## src/rtl/pg_pkg.sv

```systemverilog
package pg_pkg;
  localparam int unsigned N_CH_DEF  = 3;
  localparam int unsigned TMO_W_DEF = 16;
  localparam int unsigned TMO_RST_DEF = 10000; // 200 us at 50 MHz
endpackage

```

## src/rtl/pg_qual.sv

```systemverilog
module pg_qual #(
  parameter int unsigned N_CH = 3
) (
  input  logic [N_CH-1:0] out_good_i,
  input  logic [N_CH-1:0] chan_act_i,
  input  logic [N_CH-1:0] uv_ok_i,
  input  logic            en_ok_i,
  output logic            qual_o
);
  logic [N_CH-1:0] ch_ok;

  for (genvar g = 0; g < N_CH; g++) begin : g_ch
    assign ch_ok[g] = out_good_i[g] | ~chan_act_i[g];
  end

  assign qual_o = (&ch_ok) & (&uv_ok_i) & en_ok_i;
endmodule

```

## src/rtl/pg_timer.sv

```systemverilog
module pg_timer #(
  parameter int unsigned TMO_W   = 16,
  parameter int unsigned TMO_RST = 10000
) (
  input  logic             clk_i,
  input  logic             rst_ni,
  input  logic             run_i,
  input  logic             qual_i,
  input  logic             tmo_load_i,
  input  logic [TMO_W-1:0] tmo_val_i,
  output logic             done_o
);
  localparam logic [TMO_W-1:0] TmoRst = TMO_W'(TMO_RST);

  logic [TMO_W-1:0] cnt_q;
  logic [TMO_W-1:0] tmo_q;

  assign done_o = (cnt_q >= tmo_q);

  always_ff @(posedge clk_i or negedge rst_ni) begin
    if (!rst_ni) begin
      cnt_q <= '0;
      tmo_q <= TmoRst;
    end else begin
      if (tmo_load_i) tmo_q <= tmo_val_i;
      if (!run_i || !qual_i) cnt_q <= '0;
      else if (!done_o)      cnt_q <= cnt_q + 1'b1;
    end
  end
endmodule

```

## src/rtl/pg_hold.sv

```systemverilog
module pg_hold (
  input  logic clk_i,
  input  logic rst_ni,
  input  logic run_i,
  input  logic qual_i,
  input  logic done_i,
  input  logic fault_req_i,
  output logic pgood_o,
  output logic fault_no
);
  logic pg_q, flt_q;

  // frozen while run_i is low (margin)
  always_ff @(posedge clk_i or negedge rst_ni) begin
    if (!rst_ni) begin
      pg_q  <= 1'b0;
      flt_q <= 1'b0;
    end else if (run_i) begin
      flt_q <= fault_req_i;
      if (!qual_i)     pg_q <= 1'b0;
      else if (done_i) pg_q <= 1'b1;
    end
  end

  assign pgood_o  = pg_q;
  assign fault_no = ~flt_q;
endmodule

```

## src/rtl/pg_timeout_supervisor.sv

```systemverilog
module pg_timeout_supervisor
  import pg_pkg::*;
#(
  parameter int unsigned N_CH    = N_CH_DEF,
  parameter int unsigned TMO_W   = TMO_W_DEF,
  parameter int unsigned TMO_RST = TMO_RST_DEF
) (
  input  logic             clk_i,
  input  logic             rst_ni,
  input  logic [N_CH-1:0]  out_good_i,
  input  logic [N_CH-1:0]  chan_act_i,
  input  logic [N_CH-1:0]  uv_ok_i,
  input  logic             en_ok_i,
  input  logic             margin_ni,
  input  logic             fault_req_i,
  input  logic             tmo_load_i,
  input  logic [TMO_W-1:0] tmo_val_i,
  output logic             pgood_o,
  output logic             fault_no
);
  logic qual, done;

  pg_qual #(.N_CH(N_CH)) u_qual (
    .out_good_i (out_good_i),
    .chan_act_i (chan_act_i),
    .uv_ok_i    (uv_ok_i),
    .en_ok_i    (en_ok_i),
    .qual_o     (qual)
  );

  pg_timer #(.TMO_W(TMO_W), .TMO_RST(TMO_RST)) u_timer (
    .clk_i      (clk_i),
    .rst_ni     (rst_ni),
    .run_i      (margin_ni),
    .qual_i     (qual),
    .tmo_load_i (tmo_load_i),
    .tmo_val_i  (tmo_val_i),
    .done_o     (done)
  );

  pg_hold u_hold (
    .clk_i       (clk_i),
    .rst_ni      (rst_ni),
    .run_i       (margin_ni),
    .qual_i      (qual),
    .done_i      (done),
    .fault_req_i (fault_req_i),
    .pgood_o     (pgood_o),
    .fault_no    (fault_no)
  );
endmodule

```

## config.mk

```make
export PLATFORM = sky130hd
export DESIGN_NAME = pg_timeout_supervisor
export DESIGN_NICKNAME = d
export VERILOG_FILES = /design/src/rtl/pg_pkg.sv /design/src/rtl/pg_qual.sv /design/src/rtl/pg_timer.sv /design/src/rtl/pg_hold.sv /design/src/rtl/pg_timeout_supervisor.sv
export SDC_FILE = /design/constraint.sdc
export NUM_CORES = 1
export LEC_CHECK = 0
export BUFFER_PORTS_ARGS = -buffer_cell sky130_fd_sc_hd__buf_2
export CAP_MARGIN = 20
export CORE_AREA = 2 2 70 72
export DETAILED_ROUTE_END_ITERATION = 16
export DIE_AREA = 0 0 72 74
export GPL_ROUTABILITY_DRIVEN = 0
export PLACE_DENSITY = 0.67
export SLEW_MARGIN = 20
export SYNTH_ARGS = -nofsm -noshare
export SYNTH_HDL_FRONTEND = slang
export SYNTH_HIERARCHICAL = 1
export SYNTH_SLANG_ARGS = --single-unit
```

## constraint.sdc

```tcl
create_clock -name clk_i -period 2.5 [get_ports clk_i]
set_input_delay 0.25 -clock clk_i [delete_from_list [all_inputs] [get_ports clk_i]]
set_output_delay 0.25 -clock clk_i [all_outputs]
set_load 0.05 [all_outputs]
```

==> results of run 1 <==
## kinds of logic after synthesis
kind of cell / after synthesis / share of synthesized area
DFF: 34 / 0.407
AOI/OAI and AO/OA: 53 / 0.180
and+or+nand+nor: 88 / 0.229
muxes: 6 / 0.0291
buffers and inverters: 27 / 0.0540
adders and majority gates: 17 / 0.101
## layout by cell type (no fill, tap or decap), types with 5 or more instances in the layout
cell	count
nand2_1	35
buf_2	32
dfrtp_1	29
o21ai_0	21
inv_1	20
ha_1	17
a21oi_1	12
nand3_1	9
or4_1	8
clkbuf_8	6
nand2b_1	6
nand4_1	5
mux2i_1	5
dfstp_2	5
## cell type report
cell class	instances	area, um^2
multi-input combinational	164	1140
clock buffer	7	86.3
sequential	34	857
tap	54	67.6
timing repair buffer	36	203
clock inverter	1	5.00
inverter	20	75.1
fill	423	2160
## worst max-delay path, cell delays in order (launching register included)
cell     delay [ps]
dfstp_2         520
inv_1            50
ha_1            300
nand4_1         200
nor3_1          120
or4_4           560
or4_1           410
a21oi_1         170
## state kept, by name, indices dropped and copies added (netlist names)
signal          flops
u_timer/cnt_q      16
u_timer/tmo_q      16
u_hold/flt_q        1
u_hold/pgood_o      1
## Yosys cell counts (2+ instances only)
library cell / count / share of area
nand2_1: 35 / 0.062
dfrtp_1: 29 / 0.34
o21ai_0: 21 / 0.050
inv_1: 20 / 0.036
ha_1: 17 / 0.10
a21oi_1: 13 / 0.031
nand3_1: 9 / 0.021
or4_1: 8 / 0.029
nand2b_1: 6 / 0.018
dfstp_2: 5 / 0.062
mux2i_1: 5 / 0.024
nand4_1: 5 / 0.015
clkbuf_1: 4 / 0.0071
o31ai_1: 4 / 0.014
or3_1: 4 / 0.012
and3_2: 3 / 0.011
nor3_1: 3 / 0.0071
a2111oi_4: 2 / 0.026
and4_1: 2 / 0.0083
nor2_1: 2 / 0.0036
nor2b_1: 2 / 0.0059
o211ai_1: 2 / 0.0071
## power groups by stage
stage               registers [uW]  logic (uW)  clock network, uW
detailed placement             597         130                  0
floorplan                      595        78.2                  0
CTS                            586         131                443
finish                         586         128                432
global placement               596         126                  0
global route                   589         150                462
## worst min-delay path by stage
stage          startpoint  cells after the start              to  slack [ps]
2_1_floorplan      rst_ni                      0    u_hold/flt_q         -50
3_3_place_gp       rst_ni                      1    u_hold/flt_q         370
3_5_place_dp       rst_ni                      1    u_hold/flt_q         380
4_1_cts            rst_ni                      1    u_hold/flt_q          60
5_1_grt            rst_ni                      1  u_hold/pgood_o          90
6_report           rst_ni                      1    u_hold/flt_q          30
## repair_timing
item	CTS	global route
setup endpoints to repair	0	2
endpoints found under the hold margin	0	0
hold buffers	0	0
gates resized for setup	0	2
## through the flow
step / utilization / cell area [um^2] / hold slack [ps] / cells / setup slack, ps
6_report: 0.530 / 2440 / 31.0 / 316 / 94.8
5_1_grt: 0.530 / 2440 / 93.8 / 316 / 1.15
4_1_cts: 0.528 / 2430 / 63.6 / 316 / 44.5
3_5_place_dp: 0.509 / 2340 / 380 / 308 / 72.4
3_3_place_gp: 0.509 / 2340 / 367 / 308 / 147
2_1_floorplan: - / 2110 / -45.6 / 225 / 208
## per-layer routing
metal  routed length [um]  vias to the layer above  global-route usage
met1                 2040                      866               0.248
met3                  196                        7              0.0325
met5                    0                        -                   0
li1                     -                      886                   -
met2                 2200                       39               0.303
met4                   65                        0              0.0776
==> reports/metrics.csv, run 1 <==
stage,metric,value,unit
yosys,async set-reset flop share out of synthesis,1.00,
outcome,status,finished clean,
sta,Slew Limit Headroom,0.483,
route,Vias,1798,
global_route,largest net degree at the start of global routing,35,
route,Residual DRC,0,
power,clock network power share,0.377,
die,Die W,72,um
global_route,initial antenna violation count,0,
setup_path,Critical Path Source,u_timer/tmo_q[13],
min_path,Worst Hold Class,input pin to asynchronous set/reset pin,
yosys,Netlist cell types,46,
setup_path,Setup crit end,u_timer/cnt_q[9],
power,Int Pwr,854,uW
setup_path,Crit. End Element,flop,
global_route,first-pass GRT wire length,7.66,mm
setup_path,Crit path required time,2710,ps
layout,fin nets,309,
die,die area,5330,um^2
cts,Clock transition at path regs,70,ps
power,Switching Fraction,0.255,
route,initial drt markers,69,
route,Final ANT Viol Nets,0,
setup_path,Reg-to-Reg Start,u_timer/tmo_q[13],
yosys,"EDFF count, synth",0,
yosys,sequential fraction of the synthesis area,0.407,
setup_path,worst reg2reg path endpoint,u_timer/cnt_q[9],
sta,Final Max Slew Viols,0,
sta,Slew @ Worst Pin,775,ps
cts,clock latency on the worst-skew pair,290,ps
cts,CTS Buf Count,5,
sta,Tmin final,2410,ps
sta,Max Freq,0.416,GHz
yosys,post-synthesis register bit count,34,
yosys,syn_nets,273,
layout,layout cell share with drive strength beyond 1,0.244,
run,max_cap viols,0,
cts,Max Root-Sink Buffers,2,
setup_path,CP Launch Type,flop,
route,final WL,4.50,mm
route,drt wl/cell,14.3,um
cts,Clock Root Buffer,clkbuf_8,
sta,Final Hold Fails,0,
yosys,ys flop type,dfrtp_1,
yosys,post-synthesis cell count,225,
die,Initial Util,0.458,
power,Combinational Power Share,0.112,
yosys,syn_area_per_cell,9.36,um^2
cts,htree depth,2,
cts,total clock sinks,34,
power,Pleak,0.00114,uW
sta,final setup fails,0,
power,Worst VDD drop,0.000297,V
place,number of port buffers,32,
cts,# Post-CTS Setup Buffers,0,
die,core area,4600,um^2
route,Vias/cell,5.69,
power,Tot Pwr,1150,uW
setup_path,WP data arrival,2610,ps
die,Die Y,74,um
sta,clock skew,5.19,ps
global_route,Tot GR Track Use,0.186,
setup_path,Worst Path Max Fanout,6,
setup_path,Reg2Reg Setup Slack,90,ps
route,Detailed Routing Iterations Pass 1,4,
global_route,global route total overflow,0,
setup_path,worst reg2reg path depth,7,
power,Power Dens Cells,471,nW/um^2
sta,Final period util,0.962,
die,row cnt,25,
layout,Layout Area Growth over Synthesis,15.6,%
yosys,Syn. warnings,6,
place,dpl hpwl,3.25,mm
sta,setup TNS,0,ps
setup_path,WS Path Type,flop to flop,
layout,# diodes,0,
power,switching power total,293,uW
die,I/O pin count,33,
cts,CTS tree,done,
sta,RSZ-0062 raised after global routing,false,
yosys,Syn Std Cell Area,2110,um^2
global_route,vias in the first global route,1673,
power,Reg power frac,0.511,
Power figures use the tool's default switching activity.
==> run 2: changes to the inputs <==
--- a/config.mk
+++ b/config.mk
@@ -11,7 +11,7 @@
 export DETAILED_ROUTE_END_ITERATION = 16
 export DIE_AREA = 0 0 72 74
 export GPL_ROUTABILITY_DRIVEN = 0
-export PLACE_DENSITY = 0.67
+export PLACE_DENSITY_LB_ADDON = 0.08
 export SLEW_MARGIN = 20
 export SYNTH_ARGS = -nofsm -noshare
 export SYNTH_HDL_FRONTEND = slang
==> run 2 against run 1 <==
  * Sequential share of layout area is 0.57 points lower
  * Routed wire length is 1.3% higher
  * Final area is 1.6% higher
  * Clock-buffer cell count stayed put
  * Via count is 3.6% lower
==> reports/metrics.csv, run 2 (synthesized netlist as in run 1, its figures left out) <==
stage,metric,value,unit,change
outcome,status,finished clean,,
route,drt wl/cell,14.3,um,+0.70%
die,Initial Util,0.458,,unchanged
setup_path,Worst Path Max Fanout,21,,+15
setup_path,CP Buf/Inv Count,2,,+1
min_path,Worst Hold Class,input pin to asynchronous set/reset pin,,
place,dpl hpwl,3.40,mm,+4.5%
die,Die Y,74,um,unchanged
layout,fin nets,311,,+0.65%
sta,setup TNS,0,ps,unchanged
layout,# diodes,0,,unchanged
setup_path,Crit. End Element,flop,,
sta,clock skew,3.26,ps,-1.93 ps
setup_path,CP Launch Type,flop,,
layout,layout cell share with drive strength beyond 1,0.254,,+0.00951
global_route,largest net degree at the start of global routing,35,,unchanged
die,core area,4600,um^2,unchanged
cts,CTS hold repair buffers,0,,unchanged
route,Vias,1734,,-3.6%
global_route,initial antenna violation count,0,,unchanged
global_route,first-pass GRT wire length,7.82,mm,+2.2%
setup_path,critical path's top delay family,simple AND/OR/NAND/NOR gates,,
sta,Max Freq,0.417,GHz,+0.39%
sta,RSZ-0062 raised after global routing,true,,
sta,final setup fails,0,,unchanged
cts,clock latency on the worst-skew pair,290,ps,about the same
sta,Slew @ Worst Pin,768,ps,-7.37 ps
sta,Slew Limit Headroom,0.488,,+0.00492
sta,Tmin final,2400,ps,-9.45 ps
cts,CTS Buf Count,5,,unchanged
run,max_cap viols,0,,unchanged
layout,"commonest non-fill, non-tap cells in the layout","35 x nand2_1, 32 x buf_2, 29 x dfrtp_1, 21 x o21ai_0, 20 x inv_1",,
place,number of port buffers,32,,unchanged
route,Residual DRC,0,,unchanged
die,die area,5330,um^2,unchanged
cts,total clock sinks,34,,unchanged
sta,Final period util,0.958,,-0.00378
route,Vias/cell,5.45,,-4.2%
route,final WL,4.56,mm,+1.3%
die,row cnt,25,,unchanged
cts,CTS tree,done,,
power,Power Dens Cells,465,nW/um^2,-1.3%
layout,Layout Cells excl Fill,318,,+0.63%
place,dpl cells,309,,+0.32%
cts,Clock transition at path regs,70,ps,about the same
sta,Final Max Slew Viols,0,,unchanged
setup_path,Crit path required time,2700,ps,about the same
cts,htree depth,2,,unchanged
setup_path,WP data arrival,2600,ps,about the same
layout,Layout Area Growth over Synthesis,17.5,%,
die,I/O pin count,33,,unchanged
cts,Clock Root Buffer,clkbuf_8,,
setup_path,CP max stage delay,520,ps,-40 ps
layout,"commonest non-fill, non-tap cell in the layout",nand2_1,,
power,Pleak,0.00115,uW,+0.97%
global_route,vias in the first global route,1641,,-1.9%
cts,Max Root-Sink Buffers,2,,unchanged
setup_path,"critical path, cell by cell","inv_1, ha_1, nand2b_4, a2111oi_4, o32ai_4, buf_12, or4_1, mux2i_1",,
layout,final core occ,0.539,,+0.00871
die,Die W,72,um,unchanged
sta,Final Hold Fails,0,,unchanged
setup_path,"Slowest-stage cell, CP",or4_1,,
global_route,Tot GR Track Use,0.195,,+0.00835
power,Worst VDD drop,0.000213,V,-28%
route,Final ANT Viol Nets,0,,unchanged
setup_path,WS Path Type,flop to flop,,
global_route,global route total overflow,0,,unchanged
layout,largest registers,"u_timer/cnt_q: 16 flops, u_timer/tmo_q: 16 flops",,
route,initial drt markers,90,,+30%
route,Detailed Routing Iterations Pass 1,4,,unchanged
run 2: cell types whose count changed in the layout (fill, tap and decap cells not counted):
cell	change
nor2_1	+1
buf_4	+2
nor2_2	-1
o32ai_2	-1
or4_1	-1
o32ai_4	+1
or4_4	+1
ha_1	-1
ha_4	+1
run 2: layer usage:
layer / vias to the layer above / part of all wire / GRT usage / routed length (um)
met5: - / 0 / 0 / 0
met4: 0 / 0.014 / 0.0692 / 66
met3: 6 / 0.045 / 0.0434 / 207
met2: 36 / 0.45 / 0.307 / 2050
met1: 803 / 0.49 / 0.266 / 2240
li1: 889 / - / - / -
run 2: metrics by stage:
step	total power [uW]	hold slack [ps]	setup slack, ps	area (um^2)
after floorplan	673	-45.6	208	2110
after global placement	725	368	154	2350
after detailed placement	730	379	89.9	2350
after CTS	1170	62.6	69.2	2440
after global routing	1210	90.8	-27.6	2480
final	1150	33.0	104	2480
run 2: path summary, 6_finish.rpt:
path	startpoint	end	slack, ps	cells after the start
max	u_timer/cnt_q[0]	u_timer/cnt_q[15]	100	8
min	rst_ni	u_timer/tmo_q[2]	30	1
max reg2reg	u_timer/cnt_q[0]	u_timer/cnt_q[15]	100	8
min reg2reg	u_timer/tmo_q[8]	u_timer/tmo_q[8]	520	2
max in group asynchronous	rst_ni	u_timer/cnt_q[14]	1980	1
min in group clk_i	tmo_val_i[14]	u_timer/tmo_q[14]	160	3
run 2: area by class of cell:
type	instances	area [um^2]
fillers	444	2120
clock inverters	1	5.00
well taps	54	67.6
clock buffers	7	86.3
multi-input cells	164	1170
repair buffers	38	218
inverters	20	75.1
flip-flops and latches	34	857
run 2: worst reg2reg max path: cells and delay by family (launching register included):
| family | cells | cell delay, ps |
|---|---|---|
| multiplexers | 1 | 180 |
| flip-flops | 1 | 380 |
| adder cells (fa/ha/maj) | 1 | 300 |
| AO/OA/AOI/OAI | 2 | 530 |
| AND/OR/NAND/NOR | 2 | 670 |
| buffers and inverters | 2 | 250 |
run 2: repair_timing:
item / CTS / global route
hold endpoints to repair: 0 / 0
gates resized for setup: 0 / 4
setup endpoints to repair: 0 / 7
buffers inserted: 0 / 1
run 2: where the power goes:
group          internal [uW]  leakage, uW  switching, uW
Clock                    222    0.0000482            205
Combinational           54.8     0.000669           81.5
Sequential               580     0.000435           7.36
Total                    857      0.00115            294
==> run 3: changes to the inputs <==
--- a/config.mk
+++ b/config.mk
@@ -7,13 +7,12 @@
 export LEC_CHECK = 0
 export BUFFER_PORTS_ARGS = -buffer_cell sky130_fd_sc_hd__buf_2
 export CAP_MARGIN = 20
-export CORE_AREA = 2 2 70 72
+export CORE_AREA = 2 2 67 69
 export DETAILED_ROUTE_END_ITERATION = 16
-export DIE_AREA = 0 0 72 74
+export DIE_AREA = 0 0 69 71
 export GPL_ROUTABILITY_DRIVEN = 0
 export PLACE_DENSITY_LB_ADDON = 0.08
 export SLEW_MARGIN = 20
 export SYNTH_ARGS = -nofsm -noshare
 export SYNTH_HDL_FRONTEND = slang
-export SYNTH_HIERARCHICAL = 1
 export SYNTH_SLANG_ARGS = --single-unit
==> run 3 against run 2 <==
  * Via count decreased by 9.9%
  * Register-to-register slack about the same
  * Routed wire length decreased by 17%
  * Critical path depth increased by 2
  * Sequential cell count unchanged
  * Die area decreased by 8.1%
  * Largest cell class unchanged
==> reports/metrics.csv, run 3 <==
stage,metric,value,unit,change
setup_path,"most used cell, CP",a21oi_1,,
cts,total clock sinks,34,,unchanged
die,Die Y,71,um,-4.1%
layout,FILL cells,402,,-9.5%
sta,Final Max Slew Viols,0,,unchanged
power,Int Pwr,852,uW,-0.57%
route,Detailed Routing Iterations Pass 1,4,,unchanged
sta,Final period util,0.956,,-0.00199
setup_path,Reg-to-Reg Start,u_timer.tmo_q[13],,
layout,layout cell share with drive strength beyond 1,0.246,,-0.00782
setup_path,critical path's top delay family,simple AND/OR/NAND/NOR gates,,
power,Switching Fraction,0.242,,-0.0128
route,initial drt markers,80,,-11%
sta,Final Hold Fails,0,,unchanged
route,drt wl/cell,12.6,um,-12%
yosys,syn_area_per_cell,9.23,um^2,-1.4%
yosys,"count leader, synth",dfrtp_1,,
cts,Clock transition at path regs,70,ps,about the same
global_route,first-pass GRT wire length,6.85,mm,-12%
setup_path,"Slowest-stage cell, CP",or4b_4,,
outcome,status,finished clean,,
route,WL met1,1.91,mm,-15%
layout,# diodes,0,,unchanged
global_route,vias in the first global route,1556,,-5.2%
yosys,post-synthesis register bit count,34,,unchanged
setup_path,Crit. End Element,flop,,
yosys,commonest cells in the netlist,"29 x dfrtp_1, 27 x nand2_1, 25 x inv_1",,
global_route,global route total overflow,0,,unchanged
layout,largest registers,"u_timer.cnt_q: 16 flops, u_timer.tmo_q: 16 flops",,
sta,final setup fails,0,,unchanged
yosys,sequential fraction of the synthesis area,0.449,,+0.0418
sta,Tmin final,2390,ps,-4.98 ps
route,met2 WL,1.62,mm,-21%
cts,htree depth,2,,unchanged
setup_path,Crit path required time,2710,ps,about the same
yosys,async set-reset flop share out of synthesis,1.00,,unchanged
setup_path,Worst Path Max Fanout,15,,-29%
layout,final core occ,0.540,,+0.00197
setup_path,WP data arrival,2610,ps,about the same
setup_path,Reg2Reg Setup Slack,110,ps,about the same
power,Tot Pwr,1120,uW,-2.3%
sta,final hold slack,36.9,ps,+3.91 ps
setup_path,WS Path Type,flop to flop,,
layout,"commonest non-fill, non-tap cell in the layout",buf_2,,
setup_path,CP Buf/Inv Count,3,,+1
sta,Slew Limit Headroom,0.497,,+0.00884
route,Vias/cell,5.21,,-4.5%
die,die area,4900,um^2,-8.1%
place,number of port buffers,32,,unchanged
die,row cnt,24,,-4.0%
cts,CTS Buf Count,5,,unchanged
setup_path,Critical Path Source,u_timer.tmo_q[13],,
yosys,Netlist cell types,34,,-26%
layout,Final Instance Area,2270,um^2,-8.2%
route,DR WL met3,192,um,-7.2%
yosys,largest cells by area after synthesis,"dfrtp_1 38%, ha_1 11%, dfstp_2 6.9%, nand2_1 5.3%, o21ai_0 5.2%",,
sta,Max Freq,0.418,GHz,+0.21%
layout,Layout Cells excl Fill,300,,-5.7%
place,dpl hpwl,2.80,mm,-18%
power,Worst VDD drop,0.000231,V,+8.4%
setup_path,CP Launch Type,flop,,
power,Combinational Power Share,0.108,,-0.010
yosys,Synth area leader,dfrtp_1,,
yosys,Syn Std Cell Area,1910,um^2,-9.3%
layout,Layout Area Growth over Synthesis,18.9,%,
cts,Max Root-Sink Buffers,2,,unchanged
setup_path,"critical path, cell by cell","inv_1, ha_1, nand4_1, nor3_2, or4b_4, nand3_4, buf_6, buf_4, a21oi_1, a21oi_1",,
route,Vias,1563,,-9.9%
power,switching power total,273,uW,-7.2%
setup_path,CP max stage delay,530,ps,about the same
die,Initial Util,0.454,,-0.00377
yosys,"EDFF count, synth",0,,unchanged
layout,footprint of the multi-input gates,948,um^2,-19%
power,Reg power frac,0.522,,+0.012
cts,CTS tree,done,,
yosys,share of the synthesized area in the top cell type,0.380,,+0.0354
route,Residual DRC,0,,unchanged
power,Power Dens Cells,495,nW/um^2,+6.5%
layout,"commonest non-fill, non-tap cells in the layout","32 x buf_2, 29 x dfrtp_1, 27 x nand2_1, 25 x inv_1, 20 x o21ai_0",,
sta,clock skew,8.43,ps,+5.16 ps
global_route,largest net degree at the start of global routing,35,,unchanged
power,clock network power share,0.370,,about the same
yosys,ys flop type,dfrtp_1,,
cts,CTS hold repair buffers,0,,unchanged
die,core area,4200,um^2,-8.6%
die,Die W,69,um,-4.2%
global_route,Tot GR Track Use,0.173,,-0.0220
power,Pleak,0.00106,uW,-8.2%
min_path,Worst Hold Class,input pin to asynchronous set/reset pin,,
layout,fin nets,295,,-5.1%
global_route,initial antenna violation count,0,,unchanged
cts,Clock Root Buffer,clkbuf_8,,
yosys,post-synthesis cell count,207,,-8.0%
sta,RSZ-0062 raised after global routing,true,,
yosys,syn_nets,255,,-6.6%
cts,clock latency on the worst-skew pair,280,ps,about the same
sta,Slew @ Worst Pin,755,ps,-13.3 ps
route,final WL,3.78,mm,-17%
die,I/O pin count,33,,unchanged
place,dpl cells,290,,-6.1%
layout,FF+latch area,857,um^2,unchanged
run,max_cap viols,0,,unchanged
route,top layer reached by signal wires,met4,,
route,Final ANT Viol Nets,0,,unchanged
place,Area after DPL,2130,um^2,-9.1%
yosys,Syn. warnings,0,,-6
[run 3: cell types whose count changed in the layout (fill, tap and decap cells not counted), sizes merged, moves of 5 or more]
cell and delta:
o21ai +5, nor2 +6, a21oi +6, nand2b -6
inv +5, nand2 -9
[run 3: repair_timing]
action	in CTS	in global routing
resized for setup	2	4
endpoints found under the setup margin	2	15
pin swaps	0	4
buffers inserted	0	2
[run 3: final cells by class]
| class | instances | share of cell area |
|---|---|---|
| repair buffers | 39 | 0.0953 |
| multi-input cells | 142 | 0.417 |
| inverters | 25 | 0.0413 |
| clock inverters | 1 | 0.00220 |
| flip-flops and latches | 34 | 0.377 |
| well taps | 52 | 0.0286 |
| clock buffers | 7 | 0.0380 |
[run 3: final timing paths]
kind | cells past startpoint | to
setup / recovery | 10 | u_hold.pgood_o
hold / removal | 1 | u_timer.cnt_q[14]
setup reg to reg | 10 | u_hold.pgood_o
hold reg to reg | 2 | u_timer.tmo_q[13]
max in group asynchronous | 1 | u_timer.tmo_q[3]
min in group clk_i | 3 | u_hold.flt_q
[run 3: power groups by stage]
| stage | sequential, uW | clock (uW) | combinational, uW |
|---|---|---|---|
| floorplan | 595 | 0 | 72.1 |
| global placement | 596 | 0 | 121 |
| detailed placement | 597 | 0 | 123 |
| CTS | 587 | 430 | 124 |
| global route | 590 | 455 | 144 |
| finish | 587 | 417 | 121 |
[run 3: cells by family (layout without fill, tap and decap cells)]
group / after synthesis / in the layout / synth area share
AOI/OAI and AO/OA: 56 / 56 / 0.166
xor gates and xnor gates: 2 / 2 / 0.00917
buffers and inverters: 31 / 72 / 0.0707
adders and majority gates: 17 / 17 / 0.111
muxes: 2 / 2 / 0.0111
and+or+nand+nor: 65 / 65 / 0.183
DFF: 34 / 34 / 0.449
[run 3: stage by stage]
stage	setup slack, ps	setup TNS [ps]
after floorplan	186	0
after global placement	-20.8	-20.8
after detailed placement	1.06	0
after CTS	35.9	0
after global routing	-31.0	-31.0
final	109	0
[run 3: per-layer routing]
metal  track usage  vias up
li1              -      808
met1         0.236      710
met2         0.267       36
met3        0.0484        9
met4        0.0566        0
met5             0        -
